==> config.mk <==
export PLATFORM = sky130hd
export DESIGN_NAME = rxirq_gen
export DESIGN_NICKNAME = d
export VERILOG_FILES = /design/src/rtl/rxirq_pkg.sv /design/src/rtl/rxirq_tracker.sv /design/src/rtl/rxirq_fifo.sv /design/src/rtl/rxirq_gen.sv
export SDC_FILE = /design/constraint.sdc
export NUM_CORES = 1
export LEC_CHECK = 0
export BUFFER_PORTS_ARGS = -buffer_cell sky130_fd_sc_hd__buf_4
export CORE_MARGIN = 2
export CORE_UTILIZATION = 51
export DETAILED_ROUTE_END_ITERATION = 10
export HOLD_SLACK_MARGIN = 0.12
export PLACE_DENSITY = 0.85
export SYNTH_ARGS = -nofsm -noshare
export SYNTH_HDL_FRONTEND = slang
export SYNTH_HIERARCHICAL = 1
export SYNTH_SLANG_ARGS = --single-unit
==> constraint.sdc <==
create_clock -name clk -period 2.1 [get_ports clk]
set_input_delay 0.105 -clock clk [delete_from_list [all_inputs] [get_ports clk]]
set_output_delay 0.105 -clock clk [all_outputs]
set_load 0.01 [all_outputs]
==> src/rtl/rxirq_pkg.sv <==
package rxirq_pkg;
  typedef struct packed {
    logic fi;
    logic err;
  } irq_vec_t;
  localparam int VEC_W = $bits(irq_vec_t);
endpackage

==> src/rtl/rxirq_tracker.sv <==
module rxirq_tracker
  import rxirq_pkg::*;
#(
  parameter int LEN_W = 8
) (
  input  logic             clk,
  input  logic             rst,
  input  logic             byte_wr,
  input  logic             desc_next,
  input  logic             rx_rst_cmd,
  input  logic             resume,
  input  logic             cur_fe,
  input  logic             cur_hold,
  input  logic [LEN_W-1:0] cur_len,
  output logic             vec_vld,
  output irq_vec_t         vec,
  output logic             held_o
);
  localparam logic [LEN_W-1:0] CNT_MAX = '1;

  logic [LEN_W-1:0] cnt_q, cnt_d;
  logic             in_frame_q, in_frame_d;
  logic             held_q, held_d;
  irq_vec_t         v_d;

  always_comb begin
    cnt_d      = cnt_q;
    in_frame_d = in_frame_q;
    held_d     = held_q;
    v_d        = '0;
    if (rx_rst_cmd) begin
      if (in_frame_q) begin
        v_d.fi  = 1'b1;
        v_d.err = 1'b1;
      end
      in_frame_d = 1'b0;
      cnt_d      = '0;
    end else if (!held_q && desc_next) begin
      cnt_d = '0;
      if (cur_hold) begin
        held_d     = 1'b1;
        v_d.fi     = 1'b1;
        v_d.err    = !cur_fe;
        in_frame_d = 1'b0;
      end else if (cur_fe) begin
        v_d.fi     = 1'b1;
        in_frame_d = 1'b0;
      end
    end else if (!held_q && byte_wr) begin
      in_frame_d = 1'b1;
      if (cnt_q >= cur_len) begin
        if (cur_hold) begin
          v_d.fi     = 1'b1;
          v_d.err    = 1'b1;
          held_d     = 1'b1;
          in_frame_d = 1'b0;
          cnt_d      = '0;
        end
      end else if (cnt_q != CNT_MAX) begin
        cnt_d = cnt_q + 1'b1;
      end
    end
    if (resume && held_q) held_d = 1'b0;
  end

  always_ff @(posedge clk) begin
    if (rst) begin
      cnt_q      <= '0;
      in_frame_q <= 1'b0;
      held_q     <= 1'b0;
      vec_vld    <= 1'b0;
      vec        <= '0;
    end else begin
      cnt_q      <= cnt_d;
      in_frame_q <= in_frame_d;
      held_q     <= held_d;
      vec_vld    <= v_d.fi | v_d.err;
      vec        <= v_d;
    end
  end

  assign held_o = held_q;
endmodule

==> src/rtl/rxirq_fifo.sv <==
module rxirq_fifo #(
  parameter int WIDTH = 2,
  parameter int DEPTH = 4
) (
  input  logic             clk,
  input  logic             rst,
  input  logic             push,
  input  logic [WIDTH-1:0] push_data,
  input  logic             pop_ready,
  output logic             out_valid,
  output logic [WIDTH-1:0] out_data,
  output logic             ovf
);
  localparam int AW = (DEPTH > 1) ? $clog2(DEPTH) : 1;
  localparam int CW = $clog2(DEPTH + 1);
  localparam logic [AW-1:0] LAST = AW'(DEPTH - 1);
  localparam logic [CW-1:0] FULL = CW'(DEPTH);

  logic [WIDTH-1:0] mem [DEPTH];
  logic [AW-1:0]    wptr, rptr;
  logic [CW-1:0]    cnt;
  logic             pop, full, accept;

  assign full   = (cnt == FULL);
  assign pop    = out_valid && pop_ready;
  assign accept = push && (!full || pop);

  always_ff @(posedge clk) begin
    if (accept) mem[wptr] <= push_data;
  end

  always_ff @(posedge clk) begin
    if (rst) begin
      wptr <= '0;
      rptr <= '0;
      cnt  <= '0;
      ovf  <= 1'b0;
    end else begin
      if (accept) wptr <= (wptr == LAST) ? '0 : wptr + 1'b1;
      if (pop)    rptr <= (rptr == LAST) ? '0 : rptr + 1'b1;
      if (accept && !pop)      cnt <= cnt + 1'b1;
      else if (!accept && pop) cnt <= cnt - 1'b1;
      if (push && !accept) ovf <= 1'b1;
    end
  end

  assign out_valid = (cnt != '0);
  assign out_data  = mem[rptr];
endmodule

==> src/rtl/rxirq_gen.sv <==
module rxirq_gen
  import rxirq_pkg::*;
#(
  parameter int LEN_W = 8,
  parameter int DEPTH = 4
) (
  input  logic             clk,
  input  logic             rst,
  input  logic             byte_wr,
  input  logic             desc_next,
  input  logic             rx_rst_cmd,
  input  logic             resume,
  input  logic             cur_fe,
  input  logic             cur_hold,
  input  logic [LEN_W-1:0] cur_len,
  input  logic             vec_ready,
  output logic             vec_valid,
  output logic             vec_fi,
  output logic             vec_err,
  output logic             vec_ovf
);
  logic             trk_vld;
  irq_vec_t         trk_vec;
  logic             trk_held;
  logic [VEC_W-1:0] q_data;
  irq_vec_t         q_vec;

  rxirq_tracker #(.LEN_W(LEN_W)) u_trk (
    .clk(clk), .rst(rst), .byte_wr(byte_wr), .desc_next(desc_next),
    .rx_rst_cmd(rx_rst_cmd), .resume(resume), .cur_fe(cur_fe),
    .cur_hold(cur_hold), .cur_len(cur_len),
    .vec_vld(trk_vld), .vec(trk_vec), .held_o(trk_held)
  );

  rxirq_fifo #(.WIDTH(VEC_W), .DEPTH(DEPTH)) u_q (
    .clk(clk), .rst(rst), .push(trk_vld), .push_data(trk_vec),
    .pop_ready(vec_ready), .out_valid(vec_valid), .out_data(q_data),
    .ovf(vec_ovf)
  );

  assign q_vec   = irq_vec_t'(q_data);
  assign vec_fi  = q_vec.fi;
  assign vec_err = q_vec.err;
endmodule

-- Yosys cells after proc, flatten, opt, wreduce, memory -nomap -nowiden
Memories as Yosys holds them, arrays and structs flattened. A register that Yosys moved wholly into a read port is not among the register bits.
Index checks and enable logic that the tools add are counted.
- bits in registers: 21
- bits in writable memories: 8
- bits of input ports: 17
- output and inout port bits: 4
- word-level logic and storage cells: 80
- memories: 1
- add/sub/neg operators: 5
- magnitude comparators: 1
- eq/ne operators: 6
- mux-type cells: 30
- bitwise gates (word level): 2
- reduce and logical (&&, ||, !) cells: 25
- memory list (memory ; depth ; bits a word ; rd ports ; clocked after Yosys merged registers in ; write ports ; line ; RTL):
    u_q.mem ; 4 ; 2 ; 1 ; 1 ; 1 ; rxirq_fifo.sv:19 ; logic [WIDTH-1:0] mem [DEPTH];
- operators by type and width (operator ; count):
    two-way mux 8 bit ; 3
    two-way mux 2 bit ; 10
    two-way mux 1 bit ; 15
    adder 8 x 1 -> 8 bit (second input constant) ; 1
    >= comparator 8 bit ; 1
    logical AND 1 bit ; 8
    != test 8 bit (second input constant) ; 1
    nonzero test 2 bit ; 4
    two-way mux 3 bit ; 2
    AND reduction 3 bit ; 2
    logical NOT 1 bit ; 5
    adder 2 x 1 -> 2 bit (second input constant) ; 2
    equality test 2 bit (second input constant) ; 2
    OR reduction 2 bit ; 2
    adder 3 x 1 -> 3 bit (second input constant) ; 1
    equality test 3 bit (second input constant) ; 1
    != test 3 bit (second input constant) ; 1
    nonzero test 3 bit ; 1
    OR reduction 3 bit ; 1
    subtractor 3 x 1 -> 3 bit (second input constant) ; 1
    != test 2 bit (second input constant) ; 1
    AND reduction 2 bit ; 1
    logical OR 1 bit ; 1
    inverter 1 bit ; 1
    OR 1 bit ; 1

-- Longest topological paths before layout
- depth after elaboration: 8
- mapped depth: 8
- gate-level depth less buffers: 8

-- Modules after synthesis
Netlist, hierarchy kept.
- modules (own cells, without submodules) (module ; instances ; cells an instance ; area each (µm²) ; seq. area each (µm²)):
    rxirq_tracker ; 1 ; 102 ; 869.6 ; 260.2
    rxirq_fifo ; 1 ; 62 ; 798.3 ; 440.4

-- Worst setup path after synthesis
Ideal clock, no wire load.
- path kind: flip-flop to flip-flop
- start: register u_trk.cnt_q[1]
- end: register u_trk.cnt_q[7]
- setup time: 0.070 ns
- arrival: 1.910 ns
- data required time: 2.030 ns
- setup slack: 0.120 ns
- stages on the path, launching flop included: 7
- buffers on the path: 0
- period minus slack after synthesis: 1.980 ns
- cell sequence: dfxtp_1 -> ha_1 -> or4_4 -> a21oi_2 -> o32ai_2 -> or4_1 -> a21oi_1
- word-level cells in the longest chain between the ends: 3
- elaborated cells between the ends (all ways): 8
- those cells by class: add/sub: 1; order compare: 1; eq/ne: 2; mux: 2; reduce/logical: 2
- RTL lines (item ; line ; RTL):
    from (decl) ; rxirq_tracker.sv:21 ; logic [LEN_W-1:0] cnt_q, cnt_d;
    from (signal assigned) ; rxirq_tracker.sv:74 ; cnt_q <= cnt_d;
    >= comparator 8 bit (tied with other cells) ; rxirq_tracker.sv:51 ; if (cnt_q >= cur_len) begin
    != test 2 bit (no line) (tied with other cells) ; n/a ;
    AND reduction 3 bit (no line) or two-way mux 8 bit (tied branches) ; n/a ;
Several ways; a longest one is shown, not always the timed one. The select of a mux whose other input is x is not followed.
A chain may end at the register's enable or synchronous reset.

-- Worst setup path in the final report
- start: register u_trk.cnt_q[3]
- end: register u_trk.cnt_q[6]
The elaborated chain is that of the path after synthesis.

==> results.json <==
{
  "status": "finished with violations",
  "violations": "setup timing",
  "dieArea_um2": 3740,
  "drive_gt1_share_pct": 36.9,
  "p_switching_uw": 506,
  "row_count": 20,
  "dr.pass1.iters": 4,
  "path_clk_slew_ps": 100,
  "worst-path-buf-inv": 1,
  "path_max_fanout": 6,
  "synthSimpleGateAreaFrac_pct": 17.7,
  "synth_top_area_share_pct": 27.6,
  "yosys_warnings": 6,
  "io_pins": 21,
  "setup_tns_ps": -89.1,
  "crit_arrival_ps": 2400,
  "crit_chain": "ha_4, or4_4, a21oi_4, o32ai_2, buf_4, a41o_2, a21oi_1",
  "synthMuxAreaShare_pct": 5.70,
  "hold_path.class": "primary input to register",
  "period_share_pct": 102,
  "die_w_um": 61.2,
  "timing.fmax_ghz": 0.468,
  "crit_required_ps": 2360,
  "max_slew_margin_pct": 63.5,
  "worstSetupStartpointType": "register",
  "seq_area_frac_synth_pct": 42.0,
  "gp_congestion": 0.860,
  "async_flop_share_pct": 0,
  "clock_skew_ps": 8.32,
  "gr-usage-all-layers_pct": 22.4,
  "r2r_setup_slack_ps": -40,
  "swShare_pct": 29.7,
  "start_util_pct": 54.2,
  "viasPerCell": 5.80,
  "seqPwrFrac_pct": 44.8,
  "grt_first_pass_wirelength_mm": 6.14,
  "ys.flop_type": "dfxtp_1",
  "critPathKind": "register to register",
  "ant_nets": 0,
  "synth_edf_count": 8,
  "drt-total-wl_mm": 3.82,
  "synthXorXnorAreaFrac_pct": 1.05,
  "synthCells": 164,
  "cts_sinks": 31,
  "antennaDiodeCount": 0,
  "hp-start": "cur_hold",
  "p_comb_share_pct": 28.5,
  "ys_ff_latch": 31,
  "pwr-share-clk_pct": 26.8,
  "synthesis.nets": 197,
  "crit_family": "compound AO/OA/AOI/OAI gates",
  "drv_cap": 0,
  "finalCriticalPeriod_ps": 2140,
  "die_y_um": 61.2,
  "hold_viol": 0,
  "cts_tree": "done",
  "synth_compound_area_share_pct": 16.0,
  "final_area_um2": 2290,
  "antenna_found_initial": 0,
  "cts_buffers": 5,
  "synthAdderAreaFrac_pct": 12.5,
  "critPathSlowestCell": "or4_4",
  "slew_violations": 0,
  "crit_start": "u_trk/cnt_q[3]$_SDFFE_PP0P_",
  "dpl_worst_slack_ps": -118,
  "grt_pass1_vias": 1416,
  "placed_area_um2": 1950,
  "dr.first_iter.drc_count": 90,
  "grt.overflow.total": 0,
  "vdd_drop_max_v": 0.000645,
  "yosysUniqueCellTypes": 45,
  "endpoint": "u_trk/cnt_q[6]$_SDFFE_PP0P_",
  "core_area_um2": 3080,
  "grt_max_degree": 14,
  "cp.depth": 7,
  "r2r_cells": 7,
  "synth_area_um2": 1670,
  "dp_hpwl_mm": 2.55,
  "total_power_uw": 1700,
  "vias": 1514,
  "fillCellCount": 210,
  "layout_common_cells": "40 x buf_4, 18 x inv_1, 17 x dfxtp_1",
  "syn2layout_area_growth_pct": 37.1,
  "layout_setup_ws_ps": -36.9,
  "final_common_cell": "buf_4",
  "avgRoutedWirePerCell_um": 14.6,
  "clockRootBuffer": "clkbuf_4",
  "htree_num_levels": 2,
  "synth_top_family_by_area": "simple AND/OR/NAND/NOR gates",
  "worst_r2r_endpoint": "u_trk/cnt_q[6]$_SDFFE_PP0P_",
  "drc": 0,
  "utilization_pct": 74.3,
  "critPathCaptureType": "register",
  "clock_latency_ps": 340,
  "rsz0062_at_grt": "true",
  "nets": 249,
  "critPathMaxStageDelay_ps": 540,
  "clockBufferDepth": 2,
  "r2r_start": "u_trk/cnt_q[3]$_SDFFE_PP0P_",
  "portBuffers": 20,
  "synth_area_per_cell_um2": 10.2,
  "setup_viol": 6,
  "synth_top_cell_by_area": "dfxtp_1",
  "powerDensity_nw_per_um2": 746,
  "p_leak_uw": 0.000933,
  "worstMarginPinSlew_ps": 542,
  "p_int_uw": 1200,
  "synthTopCellsByArea": "dfxtp_1 28%, edfxtp_1 14%, ha_1 11%, a21oi_1 5.1%, inv_1 4.1%"
}
==> timing repair <==
| item | 4_1_cts | 5_1_grt |
|---|---|---|
| setup endpoints to repair | 11 | 13 |
| pin swaps | 7 | 11 |
| gates resized for setup | 13 | 13 |
| hold buffers | 7 | 0 |
| cloned | 1 | 0 |
| buffers inserted | 4 | 3 |
| endpoints found under the hold margin | 17 | 0 |
==> flip-flops by register name (all words and copies together), names as in the netlist, named ones only <==
register          count
u_q/ovf               1
u_q/wptr              2
u_trk/in_frame_q      1
u_trk/vec             2
u_trk/cnt_q           8
u_q/mem               8
u_trk/vec_vld         1
u_q/rptr              2
u_trk/held_o          1
u_q/cnt               3
==> cell type report <==
| class | count | area [µm²] | area share, % |
|---|---|---|---|
| Timing Repair Buffer | 47 | 370 | 16.2 |
| Sequential cell | 31 | 711 | 31.1 |
| Clock buffer | 5 | 37.5 | 1.64 |
| Inverter | 18 | 67.6 | 2.96 |
| Tap cell | 44 | 55.1 | 2.41 |
| Multi-Input combinational cell | 113 | 1010 | 44.0 |
| Clock inverter | 3 | 38.8 | 1.70 |
==> cell families after synthesis <==
kind of cell	Yosys count
simple gates	47
compound gates	40
flops	31
buf+inv	21
fa+ha+maj	16
mux	7
xor+xnor	2
==> cells in the mapped netlist, drive strengths merged, types with 2 or more instances <==
cell,instances
a21oi,18
a41o,2
and3,5
dfxtp,23
edfxtp,8
ha,15
inv,18
mux2i,5
mux4,2
nand2,4
nand2b,2
nand3,3
nand4,3
nor2,8
nor3,3
nor3b,2
o21ai,5
o31ai,7
or3,5
or4,6
xor2,2
==> power groups by stage <==
stage | Clock [µW] | Sequential, µW | Combinational [µW]
2_1_floorplan | 0 | 750 | 275
3_3_place_gp | 0 | 748 | 414
3_5_place_dp | 0 | 759 | 440
4_1_cts | 462 | 745 | 462
5_1_grt | 495 | 777 | 533
6_report | 456 | 763 | 485
==> stage by stage <==
stage	hold WS [ps]	instances
after detailed placement	385	238
after global placement	379	238
final	159	261
after global routing	160	261
after CTS	129	258
after floorplan	181	164
==> worst min-delay path by stage <==
stage	cells after the start	to	slack, ps
floorplan	1	u_trk/in_frame_q$_SDFFE_PP0P_	180
CTS	4	u_q/ovf$_SDFFE_PP0P_	130
global placement	2	u_q/wptr[1]$_SDFFE_PP0P_	380
global route	3	u_trk/vec_vld$_SDFF_PP0_	160
detailed placement	2	u_q/cnt[2]$_SDFFE_PP0P_	380
finish	3	u_trk/vec[0]$_SDFF_PP0_	160
==> routing by layer <==
layer  vias up  global-route usage, %  wire length, µm
li1        729                      -                -
met1       691                   27.2             1600
met2        79                   36.3             1860
met3        15                   6.51              262
met4         0                   10.9               93
met5         -                      0                0
==> worst register-to-register path: cells and delay by family, from the launching register on <==
| family | cells | cell delay [ps] |
|---|---|---|
| buffers and inverters | 1 | 200 |
| AOI/OAI and AO/OA | 4 | 820 |
| adders and majority gates | 1 | 150 |
| DFF | 1 | 350 |
| and+or+nand+nor | 1 | 540 |
(Power assumes the default switching activity.)
